--- src/rtl/dvid_pkg.sv ---
package dvid_pkg;
  localparam int VID_W  = 5;
  localparam int MV_W   = 12;
  localparam int STEP_MV = 25;
  localparam int PACE   = 2;

  typedef struct packed {
    logic            ok;
    logic [MV_W-1:0] mv;
  } vid_entry_t;

  // Code-to-voltage table; replace this function to change the table.
  function automatic vid_entry_t vid_to_mv(logic [VID_W-1:0] code);
    vid_entry_t e;
    if (code == {VID_W{1'b1}}) begin
      e.ok = 1'b0;
      e.mv = '0;
    end else begin
      e.ok = 1'b1;
      e.mv = MV_W'(1850) - MV_W'(25) * MV_W'(code);
    end
    return e;
  endfunction
endpackage

--- src/rtl/dvid_code_qualifier.sv ---
module dvid_code_qualifier
  import dvid_pkg::*;
#(
  parameter int CODE_W = VID_W
) (
  input  logic              clk,
  input  logic              rst_n,
  input  logic              cyc_start,
  input  logic [CODE_W-1:0] vid_code,
  input  logic              code_ok,
  output logic              load_o,
  output logic              accept_o
);
  logic              init_q;
  logic              pend_q;
  logic [CODE_W-1:0] held_q;
  logic [CODE_W-1:0] cand_q;
  logic              differs;

  assign differs  = (vid_code != held_q);
  assign load_o   = cyc_start && !init_q && code_ok;
  assign accept_o = cyc_start && init_q && differs && pend_q && (vid_code == cand_q);

  always_ff @(posedge clk) begin
    if (!rst_n) begin
      init_q <= 1'b0;
      pend_q <= 1'b0;
      held_q <= '0;
      cand_q <= '0;
    end else if (cyc_start) begin
      if (!init_q) begin
        if (load_o) begin
          init_q <= 1'b1;
          held_q <= vid_code;
        end
      end else if (!differs) begin
        pend_q <= 1'b0;
      end else if (accept_o) begin
        held_q <= vid_code;
        pend_q <= 1'b0;
      end else begin
        cand_q <= vid_code;
        pend_q <= 1'b1;
      end
    end
  end
endmodule

--- src/rtl/dvid_pacer.sv ---
module dvid_pacer #(
  parameter int STROBES_PER_STEP = 2
) (
  input  logic clk,
  input  logic rst_n,
  input  logic cyc_start,
  input  logic moving,
  input  logic restart,
  output logic step_o
);
  localparam int CW = (STROBES_PER_STEP > 1) ? $clog2(STROBES_PER_STEP) : 1;
  localparam logic [CW-1:0] LAST = CW'(STROBES_PER_STEP - 1);

  logic [CW-1:0] cnt_q;

  assign step_o = cyc_start && moving && (cnt_q == LAST);

  always_ff @(posedge clk) begin
    if (!rst_n) begin
      cnt_q <= '0;
    end else if (restart) begin
      cnt_q <= '0;
    end else if (!moving) begin
      cnt_q <= '0;
    end else if (cyc_start) begin
      cnt_q <= (cnt_q == LAST) ? '0 : cnt_q + CW'(1);
    end
  end
endmodule

--- src/rtl/dvid_ref_reg.sv ---
module dvid_ref_reg #(
  parameter int W    = 12,
  parameter int STEP = 25
) (
  input  logic         clk,
  input  logic         rst_n,
  input  logic         load,
  input  logic         retarget,
  input  logic [W-1:0] new_mv,
  input  logic         step,
  output logic [W-1:0] ref_o,
  output logic [W-1:0] tgt_o
);
  localparam logic [W-1:0] STEP_V = W'(STEP);

  logic [W-1:0] ref_q, tgt_q, next_ref;

  always_comb begin
    next_ref = ref_q;
    if (ref_q < tgt_q) begin
      next_ref = ((tgt_q - ref_q) > STEP_V) ? ref_q + STEP_V : tgt_q;
    end else if (ref_q > tgt_q) begin
      next_ref = ((ref_q - tgt_q) > STEP_V) ? ref_q - STEP_V : tgt_q;
    end
  end

  always_ff @(posedge clk) begin
    if (!rst_n) begin
      ref_q <= '0;
      tgt_q <= '0;
    end else if (load) begin
      ref_q <= new_mv;
      tgt_q <= new_mv;
    end else begin
      if (step)     ref_q <= next_ref;
      if (retarget) tgt_q <= new_mv;
    end
  end

  assign ref_o = ref_q;
  assign tgt_o = tgt_q;
endmodule

--- src/rtl/dvid_ref_stepper.sv ---
module dvid_ref_stepper
  import dvid_pkg::*;
#(
  parameter int MV_BITS  = MV_W,
  parameter int STEP     = STEP_MV,
  parameter int PACE_CYC = PACE
) (
  input  logic               clk,
  input  logic               rst_n,
  input  logic               cyc_start,
  input  logic [VID_W-1:0]   vid_code,
  output logic [MV_BITS-1:0] vref_mv,
  output logic               busy
);
  vid_entry_t         entry;
  logic               load, accept, retarget, step;
  logic [MV_BITS-1:0] ref_w, tgt_w;

  assign entry    = vid_to_mv(vid_code);
  assign retarget = accept && entry.ok;

  dvid_code_qualifier #(.CODE_W(VID_W)) qual_i (
    .clk(clk), .rst_n(rst_n), .cyc_start(cyc_start), .vid_code(vid_code),
    .code_ok(entry.ok), .load_o(load), .accept_o(accept)
  );

  dvid_pacer #(.STROBES_PER_STEP(PACE_CYC)) pace_i (
    .clk(clk), .rst_n(rst_n), .cyc_start(cyc_start), .moving(busy),
    .restart(retarget), .step_o(step)
  );

  dvid_ref_reg #(.W(MV_BITS), .STEP(STEP)) ref_i (
    .clk(clk), .rst_n(rst_n), .load(load), .retarget(retarget),
    .new_mv(MV_BITS'(entry.mv)), .step(step), .ref_o(ref_w), .tgt_o(tgt_w)
  );

  assign vref_mv = ref_w;
  assign busy    = (ref_w != tgt_w);
endmodule

--- config.mk ---
export PLATFORM = sky130hd
export DESIGN_NAME = dvid_ref_stepper
export DESIGN_NICKNAME = d
export VERILOG_FILES = /design/src/rtl/dvid_pkg.sv /design/src/rtl/dvid_code_qualifier.sv /design/src/rtl/dvid_pacer.sv /design/src/rtl/dvid_ref_reg.sv /design/src/rtl/dvid_ref_stepper.sv
export SDC_FILE = /design/constraint.sdc
export NUM_CORES = 1
export LEC_CHECK = 0
export ABC_AREA = 1
export BUFFER_PORTS_ARGS = -buffer_cell sky130_fd_sc_hd__buf_2
export CORE_MARGIN = 2
export CORE_UTILIZATION = 60
export CTS_CLUSTER_DIAMETER = 200
export DETAILED_ROUTE_END_ITERATION = 10
export PLACE_DENSITY = 0.79
export SLEW_MARGIN = 20
export SYNTH_ARGS = -nofsm -noshare
export SYNTH_HDL_FRONTEND = slang
export SYNTH_SLANG_ARGS = --single-unit
--- constraint.sdc ---
create_clock -name clk -period 3.3 [get_ports clk]
set_clock_uncertainty 0.1 [all_clocks]
set_input_delay 0.33 -clock clk [delete_from_list [all_inputs] [get_ports clk]]
set_output_delay 0.33 -clock clk [all_outputs]
set_load 0.03 [all_outputs]
==> results.py, run 1 <==
metrics = {
    "synth": {
        "ys_seq_area_share_pct": 16.9,
        "post_synth_num_cell_types": 37,
        "synth_ff_type": "dfxtp_1",
        "yosysWarnings": 0,
        "synth_top_area_cell": "nand2_1",
        "synth_top_area_share_pct": 17.9,
        "syn_avg_cell_area_um2": 5.98,
        "syn_area_um2": 4260,
        "synthesis.nets": 767,
        "synth_seq_cells": 36,
        "synth_edf_count": 0,
        "async_flop_share_pct": 0,
        "syn_inst": 712,
        "synth_area_leaders": "nand2_1, dfxtp_1, ha_1",
    },
    "die": {
        "ioPinCount": 21,
        "rows": 30,
        "die_y_um": 88.2,
        "die_x_um": 88.2,
        "coreArea_um2": 6830,
        "start_util_pct": 62.3,
        "dieArea_um2": 7780,
    },
    "route": {
        "num_vias": 4577,
        "wl_per_cell_um": 14.4,
        "wirelength_um": 11900,
        "drc_errors": 0,
        "first_pass_iters": 6,
        "antenna_left": 0,
        "routed_via_density": 5.53,
        "drt-initial-drc-count": 398,
    },
    "setup_path": {
        "path_class": "reg2reg",
        "crit_fanout": 12,
        "crit_chain": "inv_1, ha_1, nand2_2, inv_1, a21oi_1, nand2_1, nand2_1, nand2_1, nor2_1, nand3_2, nor2_4, nand2_1, nand3_1, nand3_1, a21oi_1",
        "crit_path_top_delay_cell": "dfxtp_1",
        "critical-path-max-stage-delay_ns": 0.45,
        "path_delay_family": "simple AND/OR/NAND/NOR gates",
        "critPathCaptureType": "register",
        "required_ns": 3.41,
        "arrival_ns": 3.08,
        "path_buf_inv": 2,
        "cpMostUsedCell": "nand2_1",
        "crit_path_start_kind": "register",
    },
    "timing": {
        "setup_tns_ns": 0,
        "setup_ws_ns": 0.324,
        "hold_ws_ns": 0.270,
        "setup_viol": 0,
        "worstMarginPinSlew_ns": 0.613,
        "timing_hold_violations_final": 0,
        "min_period_ns": 2.98,
        "rsz0062_at_grt": "no",
        "max_freq_ghz": 0.336,
        "max_slew_margin_pct": 58.9,
        "fin_crit_sh_pct": 90.2,
        "slew_viol_final": 0,
    },
    "final_layout": {
        "drive_above_1_share_pct": 10.2,
        "diodes": 0,
        "nets": 786,
        "area_growth_pct": 7.20,
        "fillCellCount": 659,
    },
    "clock_tree": {
        "clkTransAtPathRegs_ns": 0.07,
        "cts_inserted_buffers": 5,
        "max-clock-path-buffers": 2,
        "postCtsSetupBuffers": 0,
        "cts-root-buf": "clkbuf_8",
        "hold_buffers": 0,
        "cts_max_level": 2,
        "cts_tree": "yes",
        "cts_resized": 0,
        "clock_latency_ns": 0.30,
        "cts_sinks": 36,
    },
    "power": {
        "ir_drop_mv": 0.360,
        "power.density_nw_per_um2": 574,
        "p_leak_uw": 0.00242,
    },
    "global_routing": {
        "grt_pass1_wl_um": 19600,
        "antenna_found_initial": 0,
        "grt_max_degree": 20,
        "first_global_vias": 4284,
        "grt.overflow.total": 0,
        "grt_use_total_pct": 31.9,
    },
    "placement": {
        "port_buffers": 20,
        "place.gp.congestion": 0.917,
        "place_ws_ns": 0.233,
        "dpl.hpwl_um": 9550,
    },
    "outcome": {
        "status": "completed",
    },
    "min_path": {
        "hold_path.class": "in2reg",
    },
    "run": {
        "max-cap-violations": 0,
    },
}
## metal layers
layer / wire length, µm / vias up / GRT usage [%]
met5: 0 / - / 0
met2: 6020 / 157 / 59.2
met4: 381 / 0 / 12.7
li1: - / 2306 / -
met3: 571 / 31 / 2.33
met1: 4930 / 2083 / 37.9
## stage by stage
stage	cell area, µm²	total power, µW	cells	utilization (%)
finish	4560	2620	828	66.8
global route	4560	2860	828	66.8
CTS	4560	2590	828	66.8
detailed placement	4450	2200	820	65.1
global placement	4450	2160	820	65.1
floorplan	4260	1830	712	-
## synthesized netlist by cell type, types with 3 or more instances
cell type / count
inv_1: 118
ha_1: 43
nand4_1: 9
nand2_2: 13
a21oi_2: 4
fa_1: 4
inv_2: 7
xor2_1: 19
o21ai_0: 34
nor2_4: 4
nor2_1: 35
clkbuf_1: 6
nand2_1: 203
o21ai_1: 5
nand3_1: 71
a21oi_1: 54
nor3_1: 5
o22ai_1: 7
buf_2: 8
dfxtp_1: 36
nor2_2: 3
nand3_2: 3
## state kept, by name, summed over array words and instances (netlist names)
name	flops
pace_i.cnt_q	1
qual_i.cand_q	5
qual_i.held_q	5
qual_i.init_q	1
qual_i.pend_q	1
ref_i.ref_o	12
ref_i.tgt_o	11
## power breakdown
group / internal, µW / switching (µW)
clock: 224 / 168
sequential: 483 / 58.1
combinational: 562 / 1120
total: 1270 / 1350
## cell families after synthesis
logic type      share of synthesized area (%)
simple gates                             36.1
fa+ha+maj                                14.5
xor+xnor                                 3.91
compound gates                           15.1
flops                                    16.9
buf+inv                                  13.4
## cell type report
cell class              count  area (µm²)  share of cell area, %
repair buffers             29         168                   3.68
clock inverters             3        42.5                  0.933
clock buffers               5        68.8                   1.51
multi-input cells         532        2970                   65.0
flip-flops and latches     36         721                   15.8
well taps                  96         120                   2.63
inverters                 127         477                   10.4
## final timing paths
path | start | endpoint | slack [ns] | cells after the start
worst max-delay path | ref_i.ref_o[7] | ref_i.ref_o[8] | 0.32 | 15
worst min-delay path | cyc_start | pace_i.cnt_q | 0.27 | 3
worst max register to register | ref_i.ref_o[7] | ref_i.ref_o[8] | 0.32 | 15
worst min register to register | qual_i.pend_q | qual_i.pend_q | 0.37 | 2
## cells in the final DEF (no fill, tap or decap), types with 3 or more instances in the layout
master    synthesis  final
nand2_1         203    203
clkbuf_8          0      5
nand3_2           3      3
a21oi_2           4      4
inv_1           118    118
nand2_2          13     13
nor2_1           35     35
dfxtp_1          36     36
o21ai_0          34     34
xor2_1           19     19
buf_2             8     20
o21ai_1           5      5
nand4_1           9      9
nor2_4            4      4
nor3_1            5      5
a21oi_1          54     54
inv_2             7      7
o22ai_1           7      7
fa_1              4      4
nand3_1          71     71
ha_1             43     43
buf_4             1      9
nor2_2            3      3
## worst register-to-register path: stages (launching register included)
cell	delay, ns
dfxtp_1	0.45
inv_1	0.18
ha_1	0.44
nand2_2	0.17
inv_1	0.06
a21oi_1	0.25
nand2_1	0.14
nand2_1	0.08
nand2_1	0.05
nor2_1	0.11
nand3_2	0.12
nor2_4	0.32
nand2_1	0.09
nand3_1	0.10
nand3_1	0.11
a21oi_1	0.14
No activity file was read; power rests on OpenSTA's default activity.
==> inputs of run 2 (changes only) <==
- CELL_PAD_IN_SITES_DETAIL_PLACEMENT: default -> 1
- CELL_PAD_IN_SITES_GLOBAL_PLACEMENT: default -> 1
- CORE_UTILIZATION: 60 -> 47
- PLACE_DENSITY: 0.79 -> 0.87
- clock period: 3.3 -> 3.5 ns (I/O delays scaled with it)
==> run 2 against run 1 <==
Net effect: register-to-register slack gained 0.04 ns; sequential cell count is the same; via count grew 2.5%; critical path depth is the same; combinational power is essentially flat; sequential power shrank 5.5%; final area grew 0.16%; core utilization shrank 15 points; critical path type unchanged; largest cell class unchanged.
==> results.py, run 2 (synthesized netlist as in run 1, its figures left out) <==
metrics = {
    "outcome": {
        "status": "completed",
    },
    "final_layout": {
        "layout_common_cells": "nand2_1, inv_1, nand3_1, a21oi_1, ha_1",
        "drive_above_1_share_pct": 10.2,
        "multi_input_area_um2": 2970,
        "diodes": 0,
        "final_common_cell": "nand2_1",
        "area_growth_pct": 7.38,
        "seqCellArea_um2": 721,
        "largest_register_ff_count": 12,
        "fillCellCount": 1288,
        "nets": 787,
    },
    "setup_path": {
        "critPathCaptureType": "register",
        "required_ns": 3.60,
        "rrSetupSlack_ns": 0.36,
        "cpMostUsedCell": "nand2_1",
        "r2r_end": "ref_i.ref_o[0]",
        "regToRegStartpoint": "ref_i.ref_o[2]",
        "crit_fanout": 12,
        "crit_path_start_kind": "register",
        "critical-path-max-stage-delay_ns": 0.47,
        "path_buf_inv": 2,
        "path_class": "reg2reg",
        "crit_chain": "inv_1, ha_1, a21oi_1, nand2_1, nand2_1, nand3_1, nand2_1, nand2_1, inv_1, nand3_2, nor2_4, nand2_1, nand3_1, nand3_1, a21oi_1",
        "crit_start": "ref_i.ref_o[2]",
        "r2r_cells": 15,
        "path_delay_family": "simple AND/OR/NAND/NOR gates",
        "arrival_ns": 3.24,
        "crit_path_top_delay_cell": "ha_1",
    },
    "route": {
        "drt-initial-drc-count": 187,
        "first_pass_iters": 4,
        "routed_via_density": 5.58,
        "drc_errors": 0,
        "wl_per_cell_um": 17.0,
        "antenna_left": 0,
        "wirelength_um": 14300,
        "num_vias": 4690,
    },
    "run": {
        "max-cap-violations": 0,
    },
    "timing": {
        "setup_tns_ns": 0,
        "max_freq_ghz": 0.319,
        "timing_hold_violations_final": 0,
        "rsz0062_at_grt": "no",
        "max_slew_margin_pct": 55.8,
        "slew_viol_final": 0,
        "setup_viol": 0,
        "fin_crit_sh_pct": 89.7,
        "hold_ws_ns": 0.328,
        "worstMarginPinSlew_ns": 0.658,
        "min_period_ns": 3.14,
    },
    "global_routing": {
        "grt_use_total_pct": 30.3,
        "grt_pass1_wl_um": 24000,
        "antenna_found_initial": 0,
        "grt_max_degree": 20,
        "grt.overflow.total": 0,
        "first_global_vias": 4978,
    },
    "die": {
        "die_x_um": 99.2,
        "ioPinCount": 21,
        "coreArea_um2": 8760,
        "start_util_pct": 48.6,
        "rows": 34,
        "dieArea_um2": 9830,
        "die_y_um": 99.2,
    },
    "clock_tree": {
        "cts_inserted_buffers": 5,
        "cts_resized": 0,
        "cts_tree": "yes",
        "cts-root-buf": "clkbuf_8",
        "cts_sinks": 36,
        "clkTransAtPathRegs_ns": 0.07,
        "max-clock-path-buffers": 2,
        "postCtsSetupBuffers": 0,
        "cts_max_level": 2,
        "hold_buffers": 0,
        "clock_latency_ns": 0.30,
    },
    "power": {
        "ir_drop_mv": 0.257,
        "p_leak_uw": 0.00243,
        "power.density_nw_per_um2": 547,
    },
    "min_path": {
        "hp-start": "vid_code[1]",
        "hold_path_end": "qual_i.cand_q[1]",
        "hold_path.class": "in2reg",
        "hold_depth": 3,
    },
    "placement": {
        "port_buffers": 20,
        "place.gp.congestion": 1.01,
        "dpl.hpwl_um": 11500,
    },
}
-- run 2: layout make-up --
| type | instances | share of cell area, % |
|---|---|---|
| multi-input combinational | 532 | 64.9 |
| clock buffer | 7 | 2.11 |
| tap | 108 | 2.96 |
| timing repair buffer | 30 | 3.83 |
| sequential | 36 | 15.8 |
| inverter | 127 | 10.4 |
-- run 2: layer usage --
layer	part of all wire, %	vias to the layer above	GRT usage, %
met5	0	-	0
met4	3.7	0	12.5
met3	4.1	35	3.23
met2	52	97	56.6
met1	41	2250	34.8
li1	-	2308	-
-- run 2: stage by stage --
stage | setup slack (ns) | util (%) | cell area (µm²) | instances | power [µW]
floorplan | 0.714 | - | 4260 | 712 | 1730
global placement | 0.383 | 51.0 | 4470 | 833 | 2080
CTS | 0.376 | 52.1 | 4570 | 840 | 2490
finish | 0.361 | 52.1 | 4570 | 840 | 2500
global route | 0.0931 | 52.1 | 4570 | 840 | 2740
detailed placement | 0.275 | 51.0 | 4470 | 833 | 2150
-- run 2: worst max path at each step --
stage | to | slack, ns | cells after the start
final | ref_i.ref_o[0] | 0.36 | 15
after floorplan | ref_i.ref_o[9] | 0.71 | 16
after CTS | ref_i.ref_o[9] | 0.38 | 17
after global routing | ref_i.ref_o[6] | 0.09 | 15
after detailed placement | ref_i.ref_o[9] | 0.27 | 17
after global placement | ref_i.ref_o[9] | 0.38 | 17
-- run 2: report_power, final --
part	switching (µW)	leakage, µW	total (µW)	internal (µW)
clock network	150	0.0000503	325	175
registers	55.4	0.000297	511	456
logic	1120	0.00208	1660	540
total	1330	0.00243	2500	1170
-- run 2: tightest hold or removal path, stage by stage --
cell and delay [ns]:
buf_2 0.13, o21ai_0 0.10, a21oi_1 0.11
==> inputs of run 3 (changes only) <==
- CORE_UTILIZATION: 47 -> 40
- PLACE_DENSITY: 0.87 -> 0.76
==> run 3 against run 2 <==
Net effect: critical path depth is 2 higher; power is 0.98% higher; core utilization is 7.4 points lower; critical endpoint is now ref_i.ref_o[9]; via count is 2.0% lower; sequential share of layout area is 0.17 points lower; critical path type unchanged; hold slack worse by 0.027 ns; worst setup slack better by 0.027 ns.
==> results.py, run 3 (synthesized netlist as in run 1, its figures left out) <==
metrics = {
    "placement": {
        "dpl.hpwl_um": 11400,
        "placedCellCount": 861,
        "port_buffers": 20,
        "place.gp.congestion": 0.890,
    },
    "setup_path": {
        "crit_fanout": 17,
        "path_class": "reg2reg",
        "arrival_ns": 3.23,
        "required_ns": 3.62,
        "rrSetupSlack_ns": 0.39,
        "critPathCaptureType": "register",
        "r2r_end": "ref_i.ref_o[9]",
        "regToRegStartpoint": "ref_i.ref_o[2]",
        "crit_chain": "inv_1, ha_1, a21oi_1, nand2_1, nand2_1, nand2_1, nand2_1, nand2_1, nand2_1, nand2_1, nor2_4, nand2_4, inv_1, nand2_1, nand3_1, nand3_1, a21oi_1",
        "critical-path-max-stage-delay_ns": 0.48,
        "crit_path_top_delay_cell": "ha_1",
        "crit_path_start_kind": "register",
        "r2r_cells": 17,
        "cpMostUsedCell": "nand2_1",
        "crit_cells": 17,
        "path_buf_inv": 2,
        "critPathCapture": "ref_i.ref_o[9]",
        "path_delay_family": "simple AND/OR/NAND/NOR gates",
        "crit_start": "ref_i.ref_o[2]",
    },
    "global_routing": {
        "grt_max_degree": 20,
        "grt_pass1_wl_um": 23300,
        "first_global_vias": 4710,
        "antenna_found_initial": 0,
        "grt.overflow.total": 0,
        "grt_use_total_pct": 25.4,
    },
    "die": {
        "dieArea_um2": 11500,
        "die_y_um": 107,
        "coreArea_um2": 10300,
        "ioPinCount": 21,
        "rows": 37,
        "start_util_pct": 41.2,
        "die_x_um": 107,
    },
    "timing": {
        "slew_viol_final": 0,
        "min_period_ns": 3.11,
        "setup_tns_ns": 0,
        "max_slew_margin_pct": 56.6,
        "worstMarginPinSlew_ns": 0.647,
        "timing_hold_violations_final": 0,
        "fin_crit_sh_pct": 88.9,
        "rsz0062_at_grt": "no",
        "setup_viol": 0,
        "max_freq_ghz": 0.321,
    },
    "clock_tree": {
        "clock_latency_ns": 0.30,
        "hold_buffers": 0,
        "cts_tree": "yes",
        "clkTransAtPathRegs_ns": 0.07,
        "cts_sinks": 36,
        "cts_max_level": 2,
        "max-clock-path-buffers": 2,
        "cts_inserted_buffers": 5,
        "postCtsSetupBuffers": 0,
        "cts-root-buf": "clkbuf_8",
        "cts_resized": 0,
    },
    "final_layout": {
        "multi_input_area_um2": 2970,
        "final_cells": 869,
        "area_growth_pct": 8.56,
        "diodes": 0,
        "drive_above_1_share_pct": 10.4,
        "largest_register_ff_count": 12,
        "seqCellArea_um2": 721,
        "nets": 787,
        "final_common_cell": "nand2_1",
        "layout_common_cells": "nand2_1, inv_1, nand3_1, a21oi_1, ha_1",
        "fillCellCount": 1467,
    },
    "min_path": {
        "hold_depth": 3,
        "hold_path.class": "in2reg",
    },
    "power": {
        "power.switching_uw": 1320,
        "p_leak_uw": 0.00243,
        "p_int_uw": 1210,
        "power.total_uw": 2520,
        "p_sw_share_pct": 52.2,
        "pwr-share-clk_pct": 14.5,
        "seqPwrFrac_pct": 20.3,
        "comb_power_share_pct": 65.2,
        "ir_drop_mv": 0.304,
        "power.density_nw_per_um2": 546,
    },
    "route": {
        "antenna_left": 0,
        "wirelength_um": 13900,
        "routed_via_density": 5.29,
        "drc_errors": 0,
        "first_pass_iters": 4,
        "drt-initial-drc-count": 224,
        "wl_per_cell_um": 16.0,
        "num_vias": 4597,
    },
    "outcome": {
        "status": "completed",
    },
    "run": {
        "max-cap-violations": 0,
    },
}
## run 3: changes by cell type in the layout (fill, tap and decap cells not counted), sizes merged
cell,before,now
clkbuf,7,6
clkinv,2,3
bufinv,0,1
## run 3: power groups by stage
stage	combinational, µW	sequential (µW)	clock (µW)
6_report	1650	511	366
4_1_cts	1640	511	377
5_1_grt	1860	518	387
2_1_floorplan	1180	544	0
3_5_place_dp	1630	520	0
3_3_place_gp	1570	518	0
## run 3: through the flow
| step | hold WS [ns] | setup slack, ns | cell area, µm² | utilization [%] |
|---|---|---|---|---|
| after detailed placement | 0.369 | 0.253 | 4510 | 43.7 |
| after floorplan | 0.335 | 0.714 | 4260 | - |
| final | 0.300 | 0.389 | 4620 | 44.7 |
| after global placement | 0.346 | 0.395 | 4510 | 43.7 |
| after CTS | 0.298 | 0.354 | 4620 | 44.7 |
| after global routing | 0.346 | 0.0671 | 4620 | 44.7 |
## run 3: worst register-to-register path, delay by kind of cell (launching register included)
| kind | cells | cell delay, ns |
|---|---|---|
| buffers and inverters | 2 | 0.35 |
| DFF | 1 | 0.40 |
| adders and majority gates | 1 | 0.49 |
| AOI/OAI and AO/OA | 2 | 0.38 |
| and+or+nand+nor | 12 | 1.33 |
## run 3: worst min-delay path by stage
stage / start / to / slack [ns]
final: cyc_start / pace_i.cnt_q / 0.30
after global routing: vid_code[0] / ref_i.tgt_o[0] / 0.35
after CTS: cyc_start / pace_i.cnt_q / 0.30
after detailed placement: qual_i.cand_q[4] / qual_i.cand_q[4] / 0.37
after global placement: qual_i.cand_q[4] / qual_i.cand_q[4] / 0.35
after floorplan: qual_i.cand_q[4] / qual_i.cand_q[4] / 0.34
## run 3: area by class of cell
type	count	area share [%]
clock buffer	6	1.57
clock inverter	2	0.758
inverter	127	10.3
multi-input combinational	532	64.3
sequential	36	15.6
tap	136	3.68
timing repair buffer	30	3.79
## run 3: metal layers
layer  wire length (µm)  track usage, %  vias up
met5                  0               0        -
met1               6030            30.7     2209
met4                223            6.68        0
met2               7320            47.8       67
li1                   -               -     2305
met3                361            2.13       16
